## src/rtl/wdc_pkg.sv

```systemverilog
package wdc_pkg;

  typedef struct packed {
    logic pwm;
    logic cap_fall;
    logic cap_rise;
    logic match_en;
  } ch_mode_t;

  localparam int MODE_W   = 4;
  localparam int GLB_ADDR = 0;
  localparam int WDOG_BIT = 0;
  localparam int CH_BASE  = 1;
  localparam int CH_STEP  = 4;
  localparam int OFF_LO   = 0;
  localparam int OFF_HI   = 1;
  localparam int OFF_MODE = 2;

  function automatic int ch_addr(input int ch, input int off);
    return CH_BASE + CH_STEP * ch + off;
  endfunction

endpackage

```

## src/rtl/wdc_regbus.sv

```systemverilog
module wdc_regbus
  import wdc_pkg::*;
#(
  parameter int NUM_CH = 5,
  parameter int ADDR_W = 5,
  parameter int BYTE_W = 8
) (
  input  logic              clk_i,
  input  logic              rst_ni,
  input  logic              wr_en_i,
  input  logic [ADDR_W-1:0] wr_addr_i,
  input  logic [BYTE_W-1:0] wr_data_i,
  output logic [NUM_CH-1:0] lo_we_o,
  output logic [NUM_CH-1:0] hi_we_o,
  output logic [NUM_CH-1:0] mode_we_o,
  output logic              wdog_en_o
);

  logic glb_we;
  logic wdog_en_q;

  assign glb_we = wr_en_i && (wr_addr_i == ADDR_W'(GLB_ADDR));

  for (genvar c = 0; c < NUM_CH; c++) begin : g_dec
    assign lo_we_o[c]   = wr_en_i && (wr_addr_i == ADDR_W'(ch_addr(c, OFF_LO)));
    assign hi_we_o[c]   = wr_en_i && (wr_addr_i == ADDR_W'(ch_addr(c, OFF_HI)));
    assign mode_we_o[c] = wr_en_i && (wr_addr_i == ADDR_W'(ch_addr(c, OFF_MODE)));
  end

  always_ff @(posedge clk_i or negedge rst_ni) begin
    if (!rst_ni)     wdog_en_q <= 1'b0;
    else if (glb_we) wdog_en_q <= wr_data_i[WDOG_BIT];
  end

  assign wdog_en_o = wdog_en_q;

  logic unused_glb_bits;
  assign unused_glb_bits = ^{wr_data_i[BYTE_W-1:WDOG_BIT+1]};

endmodule

```

## src/rtl/wdc_mode_dec.sv

```systemverilog
module wdc_mode_dec
  import wdc_pkg::*;
(
  input  ch_mode_t mode_i,
  output logic     cmp_mode_o
);

  // plain compare only: any capture edge or PWM takes the comparator away
  always_comb begin
    cmp_mode_o = mode_i.match_en;
    if (mode_i.cap_rise || mode_i.cap_fall || mode_i.pwm) cmp_mode_o = 1'b0;
  end

endmodule

```

## src/rtl/wdc_channel.sv

```systemverilog
module wdc_channel
  import wdc_pkg::*;
#(
  parameter int BYTE_W  = 8,
  parameter bit IS_WDOG = 1'b0,
  localparam int TMR_W  = 2 * BYTE_W
) (
  input  logic              clk_i,
  input  logic              rst_ni,
  input  logic              lo_we_i,
  input  logic              hi_we_i,
  input  logic              mode_we_i,
  input  logic [BYTE_W-1:0] wr_data_i,
  input  logic [TMR_W-1:0]  timer_i,
  input  logic              wdog_en_i,
  output logic              cmp_ev_o,
  output logic              wdt_req_o,
  output logic              en_o,
  output logic [TMR_W-1:0]  cmp_val_o
);

  logic [BYTE_W-1:0] cmp_lo_q, cmp_hi_q;
  logic              en_q;
  ch_mode_t          mode_q;
  logic              cmp_mode;
  logic              hit, hit_q, hit_rise;
  logic              wd_act;
  logic              ev_q, wdt_q;

  always_ff @(posedge clk_i or negedge rst_ni) begin
    if (!rst_ni) begin
      cmp_lo_q <= '0;
      cmp_hi_q <= '0;
      en_q     <= 1'b0;
    end else if (lo_we_i) begin
      cmp_lo_q <= wr_data_i;
      en_q     <= 1'b0;
    end else if (hi_we_i) begin
      cmp_hi_q <= wr_data_i;
      en_q     <= 1'b1;
    end
  end

  always_ff @(posedge clk_i or negedge rst_ni) begin
    if (!rst_ni)        mode_q <= '0;
    else if (mode_we_i) mode_q <= ch_mode_t'(wr_data_i[MODE_W-1:0]);
  end

  logic unused_mode_bits;
  assign unused_mode_bits = ^{wr_data_i[BYTE_W-1:MODE_W]};

  wdc_mode_dec u_dec (
    .mode_i     (mode_q),
    .cmp_mode_o (cmp_mode)
  );

  assign cmp_val_o = {cmp_hi_q, cmp_lo_q};
  assign hit       = en_q && cmp_mode && (timer_i == cmp_val_o);
  assign hit_rise  = hit && !hit_q;

  if (IS_WDOG) begin : g_wd
    assign wd_act = wdog_en_i;
  end else begin : g_nowd
    logic unused_wd;
    assign unused_wd = wdog_en_i;
    assign wd_act    = 1'b0;
  end

  always_ff @(posedge clk_i or negedge rst_ni) begin
    if (!rst_ni) begin
      hit_q <= 1'b0;
      ev_q  <= 1'b0;
      wdt_q <= 1'b0;
    end else begin
      hit_q <= hit;
      ev_q  <= hit_rise && !wd_act;
      wdt_q <= hit_rise && wd_act;
    end
  end

  assign cmp_ev_o  = ev_q;
  assign wdt_req_o = wdt_q;
  assign en_o      = en_q;

endmodule

```

## src/rtl/wdc_top.sv

```systemverilog
module wdc_top
  import wdc_pkg::*;
#(
  parameter int NUM_CH  = 5,
  parameter int WDOG_CH = 4,
  parameter int ADDR_W  = 5,
  parameter int BYTE_W  = 8,
  localparam int TMR_W  = 2 * BYTE_W
) (
  input  logic              clk_i,
  input  logic              rst_ni,
  input  logic              wr_en_i,
  input  logic [ADDR_W-1:0] wr_addr_i,
  input  logic [BYTE_W-1:0] wr_data_i,
  input  logic [BYTE_W-1:0] timer_lo_i,
  input  logic [BYTE_W-1:0] timer_hi_i,
  output logic [NUM_CH-1:0] cmp_match_o,
  output logic              wdt_rst_o
);

  logic [NUM_CH-1:0] lo_we, hi_we, mode_we;
  logic [NUM_CH-1:0] wdt_req, ch_en;
  logic [TMR_W-1:0]  cmp_val [NUM_CH];
  logic [TMR_W-1:0]  timer;
  logic              wdog_en;
  logic              wd_ch_en;
  logic [TMR_W-1:0]  wd_ch_cmp;

  assign timer = {timer_hi_i, timer_lo_i};

  wdc_regbus #(
    .NUM_CH (NUM_CH),
    .ADDR_W (ADDR_W),
    .BYTE_W (BYTE_W)
  ) u_bus (
    .clk_i     (clk_i),
    .rst_ni    (rst_ni),
    .wr_en_i   (wr_en_i),
    .wr_addr_i (wr_addr_i),
    .wr_data_i (wr_data_i),
    .lo_we_o   (lo_we),
    .hi_we_o   (hi_we),
    .mode_we_o (mode_we),
    .wdog_en_o (wdog_en)
  );

  for (genvar c = 0; c < NUM_CH; c++) begin : g_ch
    wdc_channel #(
      .BYTE_W  (BYTE_W),
      .IS_WDOG (c == WDOG_CH)
    ) u_ch (
      .clk_i     (clk_i),
      .rst_ni    (rst_ni),
      .lo_we_i   (lo_we[c]),
      .hi_we_i   (hi_we[c]),
      .mode_we_i (mode_we[c]),
      .wr_data_i (wr_data_i),
      .timer_i   (timer),
      .wdog_en_i (wdog_en),
      .cmp_ev_o  (cmp_match_o[c]),
      .wdt_req_o (wdt_req[c]),
      .en_o      (ch_en[c]),
      .cmp_val_o (cmp_val[c])
    );
  end

  // internal reset request only; not routed to any pin driver
  assign wdt_rst_o = |wdt_req;
  assign wd_ch_en  = ch_en[WDOG_CH];
  assign wd_ch_cmp = cmp_val[WDOG_CH];

endmodule

```

## config.mk

```make
export PLATFORM = sky130hd
export DESIGN_NAME = wdc_top
export DESIGN_NICKNAME = d
export VERILOG_FILES = /design/src/rtl/wdc_pkg.sv /design/src/rtl/wdc_regbus.sv /design/src/rtl/wdc_mode_dec.sv /design/src/rtl/wdc_channel.sv /design/src/rtl/wdc_top.sv
export SDC_FILE = /design/constraint.sdc
export NUM_CORES = 1
export LEC_CHECK = 0
export BUFFER_PORTS_ARGS = -buffer_cell sky130_fd_sc_hd__buf_2
export CORE_ASPECT_RATIO = 0.7
export CORE_MARGIN = 4
export CORE_UTILIZATION = 44
export CTS_BUF_LIST = sky130_fd_sc_hd__clkbuf_8
export DETAILED_ROUTE_END_ITERATION = 12
export PLACE_DENSITY_LB_ADDON = 0.08
export SYNTH_ARGS = -nofsm -noshare
export SYNTH_HDL_FRONTEND = slang
export SYNTH_SLANG_ARGS = --single-unit
export TNS_END_PERCENT = 1
```

## constraint.sdc

```tcl
create_clock -name clk_i -period 4.3 [get_ports clk_i]
set_input_delay 0.43 -clock clk_i [delete_from_list [all_inputs] [get_ports clk_i]]
set_output_delay 0.43 -clock clk_i [all_outputs]
set_load 0.02 [all_outputs]
```

==> results.json <==
{
  "status": "complete, no violations",
  "synth-edff-count": 0,
  "synth_top_area_share_pct": 53.7,
  "crit_path_end": "g_ch[3].u_ch.cmp_lo_q[0]",
  "crit_path_frequent_cell": "nor2b_1",
  "skew_ns": 0.00984,
  "route.met3.wl_um": 484,
  "drive_gt1_share_pct": 17.6,
  "dp_hpwl_um": 8940,
  "synth_area_per_cell_um2": 12.6,
  "met1Wirelength_um": 6580,
  "cts_buffers": 17,
  "cts-root-buf": "clkbuf_8",
  "postRouteAntennaNets": 0,
  "io_pins": 38,
  "cts_tree": "built",
  "die_w_um": 141,
  "ys_ff_latch": 117,
  "r2r-start": "g_ch[4].u_ch.cmp_hi_q[5]",
  "crit_start": "wr_en_i",
  "clkSinkCount": 117,
  "die_y_um": 101,
  "required_ns": 4.60,
  "syn-num-nets": 466,
  "drc": 0,
  "cts_buffer_depth": 2,
  "cap_viol_max_count": 0,
  "grt_max_degree": 67,
  "highest_layer": "met4",
  "drtPass1Iterations": 4,
  "cpMaxStageDelayCell": "nor2b_1",
  "cts_setup_buffers": 0,
  "cp_max_fo": 9,
  "netlist_top_cells_count": "dfrtp_1 (117), mux2_1 (88), xor2_1 (48), clkbuf_1 (19), xnor2_1 (19)",
  "yosysTopAreaCell": "dfrtp_1",
  "max_slew_margin_pct": 43.1,
  "ff2ff_path_depth": 4,
  "rsz0062_at_grt": "false",
  "routabilityCongestion": 0.774,
  "path_class": "in -> reg",
  "start_kind": "input port",
  "h-tree-depth": 4,
  "portBuffers": 37,
  "grt_pass1_wl_um": 20200,
  "insertion_delay_ns": 0.42,
  "powerDensity_nw_per_um2": 445,
  "vdd_drop_max_v": 0.000204,
  "worst_slew_pin_slew_ns": 0.850,
  "finalHoldViolations": 0,
  "slew_viol_final": 0,
  "drt-vias-per-instance": 5.29,
  "path_delay_family": "simple AND/OR/NAND/NOR gates",
  "ys.flop_type": "dfrtp_1",
  "ys_seq_area_share_pct": 53.7,
  "yosysMostFrequentCell": "dfrtp_1",
  "final_net_count": 493,
  "cp_slowest_stage_delay_ns": 0.66,
  "setup_tns_ns": 0,
  "clkTransAtPathRegs_ns": 0.06,
  "coreArea_um2": 11900,
  "num_vias": 3336,
  "synthCells": 434,
  "antenna_found_initial": 0,
  "start_util_pct": 45.7,
  "fin_crit_sh_pct": 44.9,
  "routed_wl_um": 12800,
  "fin_crit_ns": 1.93,
  "grt_overflow": 0,
  "die_area_um2": 14300,
  "fp-row-count": 33,
  "finish.utilization_pct": 50.7,
  "rr_endpoint": "g_ch[4].u_ch.wdt_req_o",
  "setup_viol": 0,
  "synthTopCellsByArea": "dfrtp_1 (54%), mux2_1 (18%), xor2_1 (7.7%), xnor2_1 (3.0%), mux2_2 (2.7%)",
  "cp.arrival_ns": 2.23,
  "r2r_setup_slack_ns": 2.64,
  "min_path_type": "in -> async",
  "leakage_nw": 2.85,
  "yosysWarnings": 0,
  "holdWs_ns": 0.114,
  "avgRoutedWirePerCell_um": 20.3,
  "worst-path-buf-inv": 1,
  "crit_chain": "buf_2, nor2b_1, and3b_1, nor2b_1, mux2_1",
  "syn_to_final_growth_pct": 10.9,
  "syn-cell-area_um2": 5460,
  "end_kind": "flip-flop",
  "synthArstFlopShare_pct": 100,
  "ctsResizeCount": 0,
  "ys_types": 36,
  "met2_length_um": 5650,
  "drt_iter0_drc": 157,
  "grt_pass1_vias": 3498,
  "grt_usage_pct": 19.3,
  "worstSetupPathDepth": 5,
  "hold_buffers": 0,
  "max_freq_mhz": 518
}
==> power by group <==
| group | internal, mW | switching [mW] |
|---|---|---|
| clock network | 0.439 | 0.404 |
| logic | 0.220 | 0.210 |
| registers | 1.30 | 0.120 |
| total | 1.96 | 0.734 |
==> per-stage QoR <==
step | instance area, µm² | worst slack (ns) | total power [mW] | instances
5_1_grt | 6050 | 2.23 | 2.85 | 629
2_1_floorplan | 5460 | 2.48 | 1.73 | 434
4_1_cts | 6050 | 2.39 | 2.73 | 629
3_3_place_gp | 5720 | 2.05 | 1.85 | 599
6_report | 6050 | 2.37 | 2.69 | 631
3_5_place_dp | 5720 | 1.94 | 1.87 | 599
==> sequential cells by signal, summed over array words and instances (netlist names) <==
signal               cells
g_ch.u_ch.hit_q          5
g_ch.u_ch.cmp_ev_o       5
g_ch.u_ch.mode_q        20
u_bus.wdog_en_o          1
g_ch.u_ch.cmp_lo_q      40
g_ch.u_ch.en_o           5
g_ch.u_ch.cmp_hi_q      40
g_ch.u_ch.wdt_req_o      1
==> final cells by class <==
type | instances | area, µm²
fill | 1062 | 5880
sequential | 117 | 2930
multi-input combinational | 272 | 2340
clock buffer | 21 | 289
timing repair buffer | 39 | 203
tap | 157 | 196
inverter | 14 | 52.6
clock inverter | 9 | 40.0
antenna | 2 | 5.00
==> worst min path at each step <==
stage	startpoint	cells after the start	slack, ns	endpoint
final	rst_ni	1	0.11	g_ch[3].u_ch.cmp_hi_q[6]
after global routing	rst_ni	1	0.16	g_ch[1].u_ch.cmp_lo_q[6]
after detailed placement	g_ch[0].u_ch.hit_q	1	0.40	g_ch[0].u_ch.cmp_ev_o
after CTS	rst_ni	1	0.14	g_ch[3].u_ch.cmp_lo_q[0]
after global placement	g_ch[2].u_ch.hit_q	1	0.40	g_ch[2].u_ch.cmp_ev_o
after floorplan	rst_ni	0	0.13	g_ch[0].u_ch.cmp_ev_o
==> worst register-to-register path, stage by stage, from the launching register on <==
cell     delay, ns
dfrtp_1       0.39
xor2_1        0.14
nor4_1        0.50
nand3_1       0.21
nor4_1        0.31
==> cell families after synthesis <==
family          after synthesis  share of synthesized area (%)
mux                         101                           20.8
xor+xnor                     67                           10.8
flops                       117                           53.7
simple gates                 85                           8.83
compound gates               19                           2.41
buf+inv                      45                           3.51
==> metal layers <==
metal	vias to the layer above	GRT usage (%)
li1	1554	-
met1	1718	28.4
met2	60	28.9
met3	4	4.72
met4	0	4.91
met5	-	0
==> cell usage in the layout (no fill, tap or decap), drive strengths merged, types with 2 or more instances in the layout <==
cell type,n
a21oi,6
a222oi,2
buf,39
clkbuf,21
clkinv,5
dfrtp,117
diode,2
inv,18
mux2,101
nand2,14
nand2b,4
nand3,9
nand4,7
nor2,9
nor2b,8
nor3,6
nor4,17
o211ai,2
o22ai,5
or3,5
xnor2,19
xor2,48
(Power assumes the default switching activity.)
